[config.mk]
export PLATFORM = sky130hd
export DESIGN_NAME = cec_bit_tx
export DESIGN_NICKNAME = d
export VERILOG_FILES = /design/src/rtl/cec_tx_pkg.sv /design/src/rtl/cec_tx_sym_len.sv /design/src/rtl/cec_tx_free_wait.sv /design/src/rtl/cec_bit_tx.sv
export SDC_FILE = /design/constraint.sdc
export NUM_CORES = 1
export LEC_CHECK = 0
export BUFFER_PORTS_ARGS = -buffer_cell sky130_fd_sc_hd__buf_2
export CAP_MARGIN = 20
export CORE_MARGIN = 4
export CORE_UTILIZATION = 45
export DETAILED_ROUTE_END_ITERATION = 10
export PLACE_DENSITY = 0.69
export SYNTH_ARGS = -nofsm -noshare
export SYNTH_HDL_FRONTEND = slang
export SYNTH_SLANG_ARGS = --single-unit
[constraint.sdc]
create_clock -name clk_i -period 2.99 [get_ports clk_i]
set_clock_uncertainty 0.15 [all_clocks]
set_input_delay 0.299 -clock clk_i [delete_from_list [all_inputs] [get_ports clk_i]]
set_output_delay 0.299 -clock clk_i [all_outputs]
set_load 0.005 [all_outputs]
[src/rtl/cec_tx_pkg.sv]
package cec_tx_pkg;

    typedef enum logic [1:0] {
        ST_IDLE = 2'd0,
        ST_FREE = 2'd1,
        ST_LOW  = 2'd2,
        ST_HIGH = 2'd3
    } tx_state_e;

    typedef enum logic [1:0] {
        SYM_START = 2'd0,
        SYM_DATA  = 2'd1,
        SYM_EOM   = 2'd2,
        SYM_ACK   = 2'd3
    } tx_sym_e;

    typedef enum logic [1:0] {
        RES_NONE = 2'd0,
        RES_OK   = 2'd1,
        RES_NACK = 2'd2,
        RES_ARB  = 2'd3
    } tx_result_e;

    localparam logic [1:0] FREE_SEL_2BIT = 2'd1;
    localparam logic [1:0] FREE_SEL_4BIT = 2'd2;

    function automatic int unsigned max2(int unsigned a, int unsigned b);
        return (a > b) ? a : b;
    endfunction

endpackage

[src/rtl/cec_tx_sym_len.sv]
module cec_tx_sym_len
    import cec_tx_pkg::*;
#(
    parameter int unsigned T_START_LO = 121,
    parameter int unsigned T_START_HI = 26,
    parameter int unsigned T_ONE_LO   = 20,
    parameter int unsigned T_ONE_HI   = 59,
    parameter int unsigned T_ZERO_LO  = 49,
    parameter int unsigned T_ZERO_HI  = 29,
    parameter int unsigned LEN_W      = 8
) (
    input  tx_sym_e          sym_i,
    input  logic             bit_i,
    output logic [LEN_W-1:0] low_len_o,
    output logic [LEN_W-1:0] high_len_o
);

    // Low and released durations of the symbol currently on the wire.
    always_comb begin
        case (sym_i)
            SYM_START: begin
                low_len_o  = LEN_W'(T_START_LO);
                high_len_o = LEN_W'(T_START_HI);
            end
            SYM_ACK: begin
                // The initiator always offers a 1 in the acknowledge slot.
                low_len_o  = LEN_W'(T_ONE_LO);
                high_len_o = LEN_W'(T_ONE_HI);
            end
            default: begin
                low_len_o  = bit_i ? LEN_W'(T_ONE_LO) : LEN_W'(T_ZERO_LO);
                high_len_o = bit_i ? LEN_W'(T_ONE_HI) : LEN_W'(T_ZERO_HI);
            end
        endcase
    end

endmodule

[src/rtl/cec_tx_free_wait.sv]
module cec_tx_free_wait
    import cec_tx_pkg::*;
#(
    parameter int unsigned T_FREE_LONG = 557,
    parameter int unsigned T_FREE_2BIT = 157,
    parameter int unsigned T_FREE_4BIT = 315
) (
    input  logic       clk_i,
    input  logic       rst_ni,
    input  logic       en_i,
    input  logic       tick_i,
    input  logic       line_i,
    input  logic [1:0] sel_i,
    output logic       expired_o
);

    localparam int unsigned FREE_MAX = max2(T_FREE_LONG, max2(T_FREE_2BIT, T_FREE_4BIT));
    localparam int unsigned FW       = $clog2(FREE_MAX + 1);

    logic [FW-1:0] limit;
    logic [FW-1:0] cnt_d, cnt_q;

    always_comb begin
        case (sel_i)
            FREE_SEL_2BIT: limit = FW'(T_FREE_2BIT);
            FREE_SEL_4BIT: limit = FW'(T_FREE_4BIT);
            default:       limit = FW'(T_FREE_LONG);
        endcase
    end

    // Counts consecutive ticks of a released wire; any low level restarts it.
    always_comb begin
        cnt_d     = cnt_q;
        expired_o = 1'b0;
        if (!en_i || !line_i) begin
            cnt_d = '0;
        end else if (tick_i) begin
            if (cnt_q + FW'(1) == limit) begin
                expired_o = 1'b1;
                cnt_d     = '0;
            end else begin
                cnt_d = cnt_q + FW'(1);
            end
        end
    end

    always_ff @(posedge clk_i or negedge rst_ni) begin
        if (!rst_ni) begin
            cnt_q <= '0;
        end else begin
            cnt_q <= cnt_d;
        end
    end

endmodule

[src/rtl/cec_bit_tx.sv]
module cec_bit_tx
    import cec_tx_pkg::*;
#(
    parameter int unsigned BYTE_W       = 8,
    parameter int unsigned T_START_LO   = 121,
    parameter int unsigned T_START_HI   = 26,
    parameter int unsigned T_ONE_LO     = 20,
    parameter int unsigned T_ONE_HI     = 59,
    parameter int unsigned T_ZERO_LO    = 49,
    parameter int unsigned T_ZERO_HI    = 29,
    parameter int unsigned T_CHECK      = 3,
    parameter int unsigned T_ACK_SAMPLE = 15,
    parameter int unsigned T_PREP       = 2,
    parameter int unsigned T_FREE_LONG  = 557,
    parameter int unsigned T_FREE_2BIT  = 157,
    parameter int unsigned T_FREE_4BIT  = 315
) (
    input  logic              clk_i,
    input  logic              rst_ni,
    input  logic              tick_i,
    input  logic              start_i,
    input  logic [1:0]        free_sel_i,
    input  logic [BYTE_W-1:0] data_i,
    input  logic              last_i,
    output logic              data_take_o,
    input  logic              line_i,
    output logic              line_oe_o,
    output logic              busy_o,
    output logic              done_o,
    output logic [1:0]        result_o
);

    localparam int unsigned LEN_MAX = max2(max2(T_START_LO, T_START_HI),
                                           max2(max2(T_ONE_LO, T_ONE_HI),
                                                max2(T_ZERO_LO, T_ZERO_HI)));
    localparam int unsigned SW      = $clog2(LEN_MAX + 1);
    localparam int unsigned BIT_W   = (BYTE_W > 1) ? $clog2(BYTE_W) : 1;

    typedef struct packed {
        tx_state_e         st;
        tx_sym_e           sym;
        logic [BIT_W-1:0]  bit_idx;
        logic [BYTE_W-1:0] shreg;
        logic              last;    // current byte is the final one
        logic              more;    // next byte already fetched in this ACK slot
        logic              bcast;   // destination nibble of the header is all ones
        logic [1:0]        sel;
        logic [SW-1:0]     cnt;
        logic              take;
        logic              done;
        tx_result_e        result;
    } tx_regs_t;

    tx_regs_t      s_d, s_q;
    logic          cur_bit;
    logic [SW-1:0] low_len, high_len;
    logic [SW-1:0] cnt_inc;
    logic          free_done;

    assign cur_bit = (s_q.sym == SYM_EOM) ? s_q.last : s_q.shreg[s_q.bit_idx];

    cec_tx_sym_len #(
        .T_START_LO (T_START_LO),
        .T_START_HI (T_START_HI),
        .T_ONE_LO   (T_ONE_LO),
        .T_ONE_HI   (T_ONE_HI),
        .T_ZERO_LO  (T_ZERO_LO),
        .T_ZERO_HI  (T_ZERO_HI),
        .LEN_W      (SW)
    ) u_len (
        .sym_i      (s_q.sym),
        .bit_i      (cur_bit),
        .low_len_o  (low_len),
        .high_len_o (high_len)
    );

    cec_tx_free_wait #(
        .T_FREE_LONG (T_FREE_LONG),
        .T_FREE_2BIT (T_FREE_2BIT),
        .T_FREE_4BIT (T_FREE_4BIT)
    ) u_free (
        .clk_i     (clk_i),
        .rst_ni    (rst_ni),
        .en_i      (s_q.st == ST_FREE),
        .tick_i    (tick_i),
        .line_i    (line_i),
        .sel_i     (s_q.sel),
        .expired_o (free_done)
    );

    always_comb begin
        s_d      = s_q;
        s_d.take = 1'b0;
        s_d.done = 1'b0;
        cnt_inc  = s_q.cnt + SW'(1);

        case (s_q.st)
            ST_IDLE: begin
                if (start_i) begin
                    s_d.shreg = data_i;
                    s_d.last  = last_i;
                    s_d.more  = 1'b0;
                    s_d.bcast = (data_i[3:0] == 4'hF);
                    s_d.sel   = free_sel_i;
                    s_d.cnt   = '0;
                    s_d.take  = 1'b1;
                    s_d.st    = ST_FREE;
                end
            end

            ST_FREE: begin
                if (free_done) begin
                    s_d.st  = ST_LOW;
                    s_d.sym = SYM_START;
                    s_d.cnt = '0;
                end
            end

            ST_LOW: begin
                if (tick_i) begin
                    if (cnt_inc == low_len) begin
                        s_d.st  = ST_HIGH;
                        s_d.cnt = '0;
                    end else begin
                        s_d.cnt = cnt_inc;
                    end
                end
            end

            ST_HIGH: begin
                if (tick_i) begin
                    s_d.cnt = cnt_inc;
                    if (s_q.sym != SYM_ACK && cnt_inc == SW'(T_CHECK) && !line_i) begin
                        // Another initiator holds the wire: give it up now.
                        s_d.st     = ST_IDLE;
                        s_d.done   = 1'b1;
                        s_d.result = RES_ARB;
                        s_d.cnt    = '0;
                    end else if (s_q.sym == SYM_ACK && cnt_inc == SW'(T_ACK_SAMPLE) &&
                                 (s_q.bcast ? !line_i : line_i)) begin
                        s_d.st     = ST_IDLE;
                        s_d.done   = 1'b1;
                        s_d.result = RES_NACK;
                        s_d.cnt    = '0;
                    end else begin
                        if (s_q.sym == SYM_ACK && !s_q.last &&
                            cnt_inc == high_len - SW'(T_PREP)) begin
                            s_d.shreg = data_i;
                            s_d.last  = last_i;
                            s_d.more  = 1'b1;
                            s_d.take  = 1'b1;
                        end
                        if (cnt_inc == high_len) begin
                            s_d.cnt = '0;
                            s_d.st  = ST_LOW;
                            case (s_q.sym)
                                SYM_START: begin
                                    s_d.sym     = SYM_DATA;
                                    s_d.bit_idx = BIT_W'(BYTE_W - 1);
                                end
                                SYM_DATA: begin
                                    if (s_q.bit_idx == '0) begin
                                        s_d.sym = SYM_EOM;
                                    end else begin
                                        s_d.bit_idx = s_q.bit_idx - BIT_W'(1);
                                    end
                                end
                                SYM_EOM: begin
                                    s_d.sym = SYM_ACK;
                                end
                                default: begin
                                    if (s_q.more) begin
                                        s_d.more    = 1'b0;
                                        s_d.sym     = SYM_DATA;
                                        s_d.bit_idx = BIT_W'(BYTE_W - 1);
                                    end else begin
                                        s_d.st     = ST_IDLE;
                                        s_d.done   = 1'b1;
                                        s_d.result = RES_OK;
                                    end
                                end
                            endcase
                        end
                    end
                end
            end

            default: s_d.st = ST_IDLE;
        endcase
    end

    always_ff @(posedge clk_i or negedge rst_ni) begin
        if (!rst_ni) begin
            s_q <= '0;
        end else begin
            s_q <= s_d;
        end
    end

    assign line_oe_o   = (s_q.st == ST_LOW);
    assign busy_o      = (s_q.st != ST_IDLE);
    assign done_o      = s_q.done;
    assign data_take_o = s_q.take;
    assign result_o    = s_q.result;

endmodule

; Word-level counts from Yosys, hierarchy flattened
; Index checks and enable logic that the tools add are counted.
[totals]
word_cells = 138
in_bits = 16
ff_bits = 41
output_inout_bits = 6
[op_classes]
n_lt_le_gt_ge = 1
n_eq_ne = 31
n_mux = 58
add_sub_neg = 4
n_reduce_logical = 28
bitwise = 3
[op_table]
columns = cell, count
row1 = 7-bit 2-to-1 mux, 7
row2 = 10-bit 2-to-1 mux, 4
row3 = 10-bit one-hot mux with 2 select lines, 2
row4 = 15-bit 2-to-1 mux, 2
row5 = 7-bit one-hot mux with 2 select lines, 2
row6 = 7-bit one-hot mux with 4 select lines, 1
row7 = 7-bit == test, 3
row8 = 21-bit 2-to-1 mux, 1
row9 = 3-bit 2-to-1 mux, 7
row10 = 2-bit inequality test (second input constant), 10
row11 = 17-bit 2-to-1 mux, 1
row12 = 2-bit 2-to-1 mux, 8
row13 = 8-bit AND reduction, 2
row14 = 1-bit 2-to-1 mux, 12
row15 = 6-bit 2-to-1 mux, 2
row16 = 6-bit AND reduction, 2
row17 = 11-bit 2-to-1 mux, 1
row18 = 10-bit by 1-bit adder with 10-bit output (second input constant), 1
row19 = 10-bit == test, 1
row20 = 2-bit == test (second input constant), 5
row21 = 5-bit AND reduction, 2
row22 = 3-bit one-hot mux with 3 select lines, 1
row23 = 2-bit one-hot mux with 4 select lines, 1
row24 = 2-bit nonzero test, 4
row25 = other kinds (29), 43

; Depth between registers and ports, before layout
; Gate-level depths: netlist of run 1.
[logic_depth]
ltp_word = 16
depth_mapped = 11
depth_no_buf = 10

; Cells and area by module
; From an unflattened synthesis of run 1, not the netlist that was laid out.
[unflattened]
hier_cells = 368
area_unflattened_um2 = 3472.1
[by_module_without_submodules]
columns = mod, area_each_um2, instances, cells_per_inst, seq_area_each_um2
row1 = cec_bit_tx, 2448.6, 1, 247, 775.7
row2 = cec_tx_free_wait, 869.6, 1, 100, 250.2
row3 = cec_tx_sym_len, 153.9, 1, 21, 0.0

; Worst setup path before layout of run 1
; No wires, ideal clock.
[synth_timing]
path_type = reg2reg
startpoint = reg s_q[4] in the netlist's numbering
endpoint = reg s_q[15] in the netlist's numbering
stages_incl_launch_ff = 11
path_slack_ns = 0.184
arrival_ns = 2.531
required_time_ns = 2.715
path_buffers = 2
synth_period_minus_slack_ns = 2.806
setup_time_ns = 0.125
cell_sequence = dfrtp_1 -> ha_1 -> clkbuf_2 -> xor2_1 -> and4_1 -> o221ai_2 -> nand2_1 -> a211o_1 -> a22o_1 -> buf_6 -> mux2_4
[synth_between]
elab_chain_len = 6
word_cells_on_any_way = 13
cone_classes = add/sub: 1 / eq/ne: 6 / reduce/logical: 6
[synth_lines]
columns = item, line_no
row1 = from (decl), cec_bit_tx.sv:54  ; tx_regs_t s_d, s_q;
row2 = from (signal assigned), cec_bit_tx.sv:194  ; s_q <= '0;
row3 = from (signal assigned), cec_bit_tx.sv:196  ; s_q <= s_d;
row4 = 7-bit by 1-bit adder with 7-bit output *, cec_bit_tx.sv:95  ; cnt_inc = s_q.cnt + SW'(1);
row5 = 7-bit by 4-bit == test with 1-bit output or 7-bit by 2-bit == test with 1-bit output (tied branches), "cec_bit_tx.sv:139, cec_bit_tx.sv:133"
row6 = 1-bit logical AND (on tied branches) (2 in series), "cec_bit_tx.sv:139, cec_bit_tx.sv:133"
row7 = 2-bit inequality test (no line), --
row8 = 6-bit AND reduction (no line) *, --
; Every way passes the cells marked *; elsewhere a longest branch is shown, timed or not.
; A chain may end at the register's enable or synchronous reset.

; Final worst setup path of run 1
[layout_timing]
startpoint = reg s_q[28] in the netlist's numbering
endpoint = reg s_q[6] in the netlist's numbering
[layout_between]
elab_chain_len = 10
word_cells_on_any_way = 22
cone_classes = eq/ne: 5 / mux: 12 / reduce/logical: 5
[layout_lines]
columns = item, line_no
row1 = 2-bit == test, cec_bit_tx.sv:60  ; assign cur_bit = (s_q.sym == SYM_EOM) ? s_q.last : s_q.shreg[s_q.bit_idx];
row2 = 1-bit 2-to-1 mux, cec_bit_tx.sv:60
row3 = 6-bit 2-to-1 mux, cec_tx_sym_len.sv:32  ; high_len_o = bit_i ? LEN_W'(T_ONE_HI) : LEN_W'(T_ZERO_HI);
row4 = 7-bit one-hot mux with 2 select lines, cec_tx_sym_len.sv:20  ; case (sym_i)
row5 = 7-bit == test, cec_bit_tx.sv:153  ; if (cnt_inc == high_len) begin
row6 = 7-bit 2-to-1 mux, cec_bit_tx.sv:153
row7 = 7-bit 2-to-1 mux, cec_bit_tx.sv:139  ; end else if (s_q.sym == SYM_ACK && cnt_inc == SW'(T_ACK_SAMPLE) &&
row8 = 7-bit 2-to-1 mux, cec_bit_tx.sv:133  ; if (s_q.sym != SYM_ACK && cnt_inc == SW'(T_CHECK) && !line_i) begin
row9 = 11-bit 2-to-1 mux, cec_bit_tx.sv:131  ; if (tick_i) begin
row10 = 7-bit one-hot mux with 4 select lines *, cec_bit_tx.sv:97  ; case (s_q.st)
; Every way passes the cells marked *; elsewhere a longest branch is shown, timed or not. The select of a mux whose other input is x is not followed.

==> reports/qor.yml, run 1 <==
pwr:
  internal-power_uw: 1514
  p_comb_frac: 0.480
  power_density_nw_per_um2: 686.1
  power.leakage_uw: 0.001515
  pwr-share-clk: 0.197
  irDropWorstVdd_mv: 0.3916
  seqPwrFrac: 0.323
  switching_share: 0.3621
  p_switching_uw: 859.3
  p_total_uw: 2373
sta:
  rsz0062_at_grt: "true"
  finalHoldViolCount: 41
  relSlewSlack: 0.4004
  setup_viol: 0
  tightest_slew_ps: 899.4
  worst_slack_ps: 120.9
  holdWs_ps: -20.75
  max_freq_ghz: 0.3485
  slew_violations: 0
  fin_crit_sh: 0.9596
  min_period_ps: 2869
run_status:
  outcome: "complete, but fails checks"
  failed_checks: "hold timing"
drt:
  vias_per_cell: 5.758
  wl_per_cell_um: 15.57
  drc: 0
  wl_um: 6741
  detail-route-antenna-nets: 0
  num_vias: 2493
  dr.pass1.iters: 4
  drt_iter0_drc: 181
layout:
  instances_no_fill: 433
  area_delta_synth_final_pct: 14.26
  fill_cells: 581
  final_cell_mix: "41 x dfrtp_1, 29 x nand2_1, 27 x nor2_1"
  final_nets: 388
  final_util: 0.5385
  diodes: 0
  layout-drive-gt1-share: 0.2331
  layout_commonest_cell: "dfrtp_1"
logic_synthesis:
  synth_area_leaders: "dfrtp_1 34%, ha_1 7.0%, mux2_4 4.5%"
  yosysWarningCount: 0
  synth_seq_cells: 41
  synth_cell_types: 68
  synthFlopType: "dfrtp_1"
  yosysTopAreaCellShare: 0.3390
  asyncSetResetFlopFracSynth: 1.000
  synth-edff-count: 0
  yosysTopAreaCell: "dfrtp_1"
  synth_fp_nets: 358
  syn-cell-area_um2: 3027
  ys_seq_area_frac: 0.3390
  netlist_instances: 325
  syn_avg_cell_area_um2: 9.313
worst_setup_path:
  path_max_fanout: 4
  rr_startpoint: "s_q[28]$_DFFE_PN0P_"
  path_class: "flop to flop"
  start_kind: "flop"
  worstReg2RegEnd: "s_q[6]$_DFFE_PN0P_"
  end_kind: "flop"
  rr_worst_depth: 11
  crit_arrival_ps: 2900
  crit_start: "s_q[28]$_DFFE_PN0P_"
  crit_end: "s_q[6]$_DFFE_PN0P_"
  rrSetupSlack_ps: 120
  cp.required_ps: 3020
die:
  dieHeight_um: 90.01
  die_x_um: 90.01
  dieArea_um2: 8102
  num_rows: 29
  pin_count: 22
  coreArea_um2: 6422
  start_util: 0.4713
clock_tree:
  cts.clk_slew.worst_paths_ps: 80
  h-tree-depth: 2
  clk_latency_ps: 290
  clockBufferDepth: 2
  cts_tree: "built"
  cts_sinks: 41
  numCtsBuffers: 5
  cts-root-buf: "clkbuf_8"
place:
  numPortBuffers: 21
  finalWeightedCongestion: 0.8805
  post-place-ws_ps: -71.42
  dp_cells: 421
  dp_hpwl_um: 5055
global_route:
  grt_usage: 0.1707
  grt_max_degree: 42
  first_global_vias: 2391
  grt_pass1_wl_um: 11650
  antenna_found_initial: 0
  grt.overflow.total: 0
job:
  drv_cap: 0
min_path:
  min_path_type: "input pin to asynchronous set/reset pin"
## registers in the layout, summed over array words and instances, names as in the netlist
name          count
s_q              27
u_free.cnt_q     10
result_o          2
done_o            1
data_take_o       1
## kinds of logic after synthesis
kind of cell,count (synthesis),share of synthesized area
mux,17,0.07648
fa+ha+maj,18,0.07358
compound gates,88,0.2212
xor+xnor,15,0.04836
buf+inv,34,0.05291
flops,41,0.3390
simple gates,112,0.1885
## how the worst min path moves through the flow
stage | slack, ps | from | endpoint | depth (start not counted)
floorplan | -150 | rst_ni | data_take_o$_DFF_PN0_ | 0
global placement | 320 | result_o[0]$_DFFE_PN0P_ | result_o[0]$_DFFE_PN0P_ | 1
detailed placement | 330 | result_o[0]$_DFFE_PN0P_ | result_o[0]$_DFFE_PN0P_ | 1
CTS | 20 | rst_ni | s_q[23]$_DFFE_PN0P_ | 1
global route | 60 | rst_ni | s_q[22]$_DFFE_PN0P_ | 1
finish | -20 | rst_ni | s_q[23]$_DFFE_PN0P_ | 1
## area by class of cell
cell class | instances | area [µm²] | area share
multi-input combinational | 250 | 1912 | 0.5528
sequential | 41 | 1026 | 0.2967
timing repair buffer | 39 | 240.2 | 0.06946
tap | 77 | 96.34 | 0.02786
clock buffer | 7 | 86.33 | 0.02496
inverter | 18 | 67.56 | 0.01954
clock inverter | 1 | 30.03 | 0.008683
## cell usage after synthesis (6+ instances only)
cell type  number
nand2b_1        6
o21ai_0        22
ha_1           17
inv_1          18
a21oi_1        12
nand3_1        11
nor2_1         28
a22o_1          7
xor2_1         10
mux2_4          9
nand2_1        29
buf_2           6
dfrtp_1        41
## what timing repair did
action                     CTS  global route
pin swaps                    1             5
buffers inserted             2             2
setup endpoints to repair    4            20
gates resized for setup      1            16
hold buffers                 0             0
## worst max-delay path: stages, from the launching register on
cell and delay [ps]:
dfrtp_1 390, inv_1 90, ha_1 290, a21bo_2 260, o32a_2 330, o21ai_1 100, mux2i_1 110, o41ai_2 420
a21o_1 240, buf_4 140, o21bai_1 50, a22o_1 180
## power groups by stage
| stage | registers, µW | clock network, µW | logic [µW] |
|---|---|---|---|
| 3_3_place_gp | 773 | 0 | 996 |
| 4_1_cts | 769 | 485 | 1030 |
| 6_report | 766 | 467 | 1140 |
| 2_1_floorplan | 754 | 0 | 785 |
| 3_5_place_dp | 779 | 0 | 1010 |
| 5_1_grt | 787 | 505 | 1250 |
## through the flow
step / hold WS [ps] / instance area [µm²] / setup TNS [ps]
final: -20.75 / 3458 / 0
after global routing: 59.77 / 3458 / -92.01
after CTS: 15.56 / 3374 / 0
after detailed placement: 330.9 / 3241 / -186.8
after global placement: 320.9 / 3241 / -0.001332
after floorplan: -146.6 / 3027 / 0
## per-layer routing
metal / share of wire / track usage / up-vias
li1: - / - / 1244
met1: 0.51 / 0.2583 / 1183
met2: 0.43 / 0.2520 / 57
met3: 0.045 / 0.02671 / 9
met4: 0.012 / 0.04464 / 0
met5: 0 / 0 / -
Note: power is estimated with default switching activity, not from simulation.
==> run 2, diff against run 1 <==
--- a/config.mk
+++ b/config.mk
@@ -10,7 +10,8 @@
 export CORE_MARGIN = 4
 export CORE_UTILIZATION = 45
 export DETAILED_ROUTE_END_ITERATION = 10
-export PLACE_DENSITY = 0.69
+export PLACE_DENSITY = 0.68
 export SYNTH_ARGS = -nofsm -noshare
 export SYNTH_HDL_FRONTEND = slang
+export SYNTH_HIERARCHICAL = 1
 export SYNTH_SLANG_ARGS = --single-unit
==> run 2 against run 1 <==
Compared with the run above: die area increased by 13%; synthesized area increased by 15%; fmax decreased by 16%; clock power increased by 19%; core utilization increased by 3.8 points; first-iteration DRC count decreased by 8.8%; cell area increased by 23%; cell count increased by 22%; via count increased by 16%; combinational power increased by 24%; the flow finishes with violations (hold timing, setup timing); largest power group unchanged; highest routed layer unchanged; largest cell class unchanged; critical path depth increased by 2.
==> reports/qor.yml, run 2 <==
logic_synthesis:
  synth_compound_area_frac: 0.1560  # -0.06513
  synth_cell_types: 80  # +18%
  synthFlopType: "dfrtp_1"
  muxShareOfSynthArea: 0.06739  # -0.009090
  syn-cell-area_um2: 3472  # +15%
  synth.most_common_cell: "dfrtp_1"
  yosysWarningCount: 6  # +6
  syn_avg_cell_area_um2: 9.435  # +1.3%
  synth_area_leaders: "dfrtp_1 30%, ha_1 7.6%, xnor2_1 4.3%"
  yosysTopAreaCell: "dfrtp_1"
  netlist_instances: 368  # +13%
  synth_seq_cells: 41  # unchanged
  ys_seq_area_frac: 0.2955  # -0.04349
  synthXorXnorAreaFrac: 0.1016  # +0.05325
  yosysTopAreaCellShare: 0.2955  # -0.04349
  synthSimpleGateAreaFrac: 0.2123  # +0.02374
  synth-edff-count: 0  # unchanged
  synth_top_family_by_area: "simple AND/OR/NAND/NOR gates"
  asyncSetResetFlopFracSynth: 1.000  # unchanged
  synth_common_cells: "41 x dfrtp_1, 25 x inv_1, 23 x nand2_1"
  synthAdderAreaFrac: 0.07568  # +0.002092
global_route:
  antenna_found_initial: 0  # unchanged
  grt_usage: 0.1880  # +0.01731
  grt_pass1_wl_um: 13700  # +18%
  first_global_vias: 2857  # +19%
  grt.overflow.total: 0  # unchanged
  grt_max_degree: 42  # unchanged
pwr:
  p_comb_frac: 0.510  # +0.030
  seqPwrFrac: 0.289  # -0.034
  pwr-share-clk: 0.201  # +0.004
  power.leakage_uw: 0.001887  # +25%
  irDropWorstVdd_mv: 0.3909  # -0.18%
  internal-power_uw: 1692  # +12%
  power_density_nw_per_um2: 649.7  # -5.3%
  p_switching_uw: 1069  # +24%
  p_total_uw: 2761  # +16%
  switching_share: 0.3872  # +0.02510
layout:
  largest_reg_flops: 27  # unchanged
  layout-drive-gt1-share: 0.3217  # +0.08853
  final_nets: 465  # +20%
  final_util: 0.5767  # +0.03826
  regMostFlops: "s_q"
  area_delta_synth_final_pct: 22.41
  finish.instance_area_um2: 4250  # +23%
  final_cell_mix: "50 x buf_4, 41 x dfrtp_1, 25 x inv_1"
  layout_commonest_cell: "buf_4"
  diodes: 0  # unchanged
drt:
  drt_iter0_drc: 165  # -8.8%
  vias_per_cell: 5.481  # -4.8%
  drc: 0  # unchanged
  num_vias: 2894  # +16%
  dr.pass1.iters: 4  # unchanged
  detail-route-antenna-nets: 0  # unchanged
  wl_per_cell_um: 15.82  # +1.6%
  wl_um: 8352  # +24%
worst_setup_path:
  rr_startpoint: "s_q[24]$_DFFE_PN0P_"
  path_cells: "mux4_2 -> mux2i_1 -> o21ai_2 -> mux2_4 -> xnor2_2 -> xnor2_1 -> or4_4 -> buf_6 -> buf_6 -> a31oi_4 -> buf_6 -> o21bai_1 -> a22o_1"
  crit_top_cell: "buf_6"
  start_kind: "flop"
  crit_arrival_ps: 3430  # +530 ps
  path_max_fanout: 4  # unchanged
  end_kind: "flop"
  cp.required_ps: 3020  # about the same
  path_class: "flop to flop"
  rrSetupSlack_ps: -410  # -530 ps
  cpPeakStageDelay_ps: 510  # +90 ps
  slowest_stage: "mux4_2"
  rr_worst_depth: 13  # +2
  worstReg2RegEnd: "s_q[6]$_DFFE_PN0P_"
clock_tree:
  cts_tree: "built"
  numCtsBuffers: 5  # unchanged
  cts.clk_slew.worst_paths_ps: 80  # about the same
  clockBufferDepth: 2  # unchanged
  h-tree-depth: 2  # unchanged
  clk_latency_ps: 300  # about the same
  hold_buffers: 0  # unchanged
  cts-root-buf: "clkbuf_8"
  cts_sinks: 41  # unchanged
die:
  num_rows: 31  # +6.9%
  die_x_um: 95.84  # +6.5%
  coreArea_um2: 7370  # +15%
  pin_count: 22  # unchanged
  start_util: 0.4711  # about the same
  dieArea_um2: 9185  # +13%
  dieHeight_um: 95.84  # +6.5%
run_status:
  outcome: "complete, but fails checks"
  failed_checks: "hold timing, setup timing"
sta:
  rsz0062_at_grt: "true"
  holdWs_ps: -21.95  # -1.196 ps
  min_period_ps: 3398  # +529.2 ps
  relSlewSlack: 0.3688  # -0.03163
  worst_slack_ps: -408.4  # -529.2 ps
  finalHoldViolCount: 21  # -49%
  max_freq_ghz: 0.2943  # -16%
  slew_violations: 0  # unchanged
  fin_crit_sh: 1.137  # +0.1770
  setup_viol: 27  # +27
  fin_tns_setup_ps: -8374  # -8374 ps
  tightest_slew_ps: 946.8  # +47.44 ps
place:
  placed_area_um2: 3875  # +20%
  finalWeightedCongestion: 0.8978  # +2.0%
  numPortBuffers: 21  # unchanged
  dp_hpwl_um: 6184  # +22%
job:
  drv_cap: 0  # unchanged
min_path:
  min_path_type: "input pin to asynchronous set/reset pin"
## run 2: cell families after synthesis
| logic type | after synthesis |
|---|---|
| xor gates and xnor gates | 33 |
| adders and majority gates | 21 |
| buffers and inverters | 53 |
| DFF | 41 |
| muxes | 19 |
| and+or+nand+nor | 126 |
| AOI/OAI and AO/OA | 73 |
| other | 2 |
## run 2: critical path, delay by kind of cell, from the launching register on
kind                      cells  cell delay (ps)
DFF                           1              420
xor gates and xnor gates      2              270
buffers and inverters         3              400
and+or+nand+nor               1              440
AOI/OAI and AO/OA             4              610
muxes                         3             1010
## run 2: worst max path at each step
stage / end / start / slack [ps]
4_1_cts: s_q[27]$_DFFE_PN0P_ / s_q[24]$_DFFE_PN0P_ / -420
3_3_place_gp: data_take_o$_DFF_PN0_ / s_q[24]$_DFFE_PN0P_ / -430
5_1_grt: s_q[8]$_DFFE_PN0P_ / s_q[24]$_DFFE_PN0P_ / -570
3_5_place_dp: s_q[27]$_DFFE_PN0P_ / s_q[24]$_DFFE_PN0P_ / -440
2_1_floorplan: s_q[27]$_DFFE_PN0P_ / s_q[24]$_DFFE_PN0P_ / -350
6_report: s_q[6]$_DFFE_PN0P_ / s_q[24]$_DFFE_PN0P_ / -410
## run 2: routing by layer
metal / global-route usage / vias to the layer above / wire (µm)
met5: 0 / - / 0
met4: 0.04858 / 0 / 156
met3: 0.02737 / 13 / 248
met2: 0.3109 / 63 / 4043
met1: 0.2577 / 1393 / 3903
li1: - / 1425 / -
## run 2: repair_timing
item,4_1_cts,5_1_grt
pin swaps,8,19
resized for setup,13,21
setup buffers,3,7
cloned,1,0
setup endpoints to repair,28,28
## run 2: power by group through the flow
stage / combinational (µW) / sequential [µW] / clock (µW)
after floorplan: 827 / 777 / 0
after global placement: 1180 / 789 / 0
after detailed placement: 1200 / 801 / 0
after CTS: 1270 / 790 / 566
after global routing: 1540 / 816 / 587
final: 1410 / 798 / 556
## run 2: layout make-up
type	instances	area [µm²]
fill	639	3119
sequential	41	1026
multi-input combinational	278	2328
tap	99	123.9
timing repair buffer	76	536.8
clock buffer	5	68.82
inverter	26	97.59
clock inverter	3	68.82
## run 2: through the flow
stage	setup slack [ps]	instances
6_report	-408.4	528
5_1_grt	-565.5	528
4_1_cts	-419.8	523
3_5_place_dp	-436.3	511
3_3_place_gp	-430.7	511
2_1_floorplan	-354.1	371
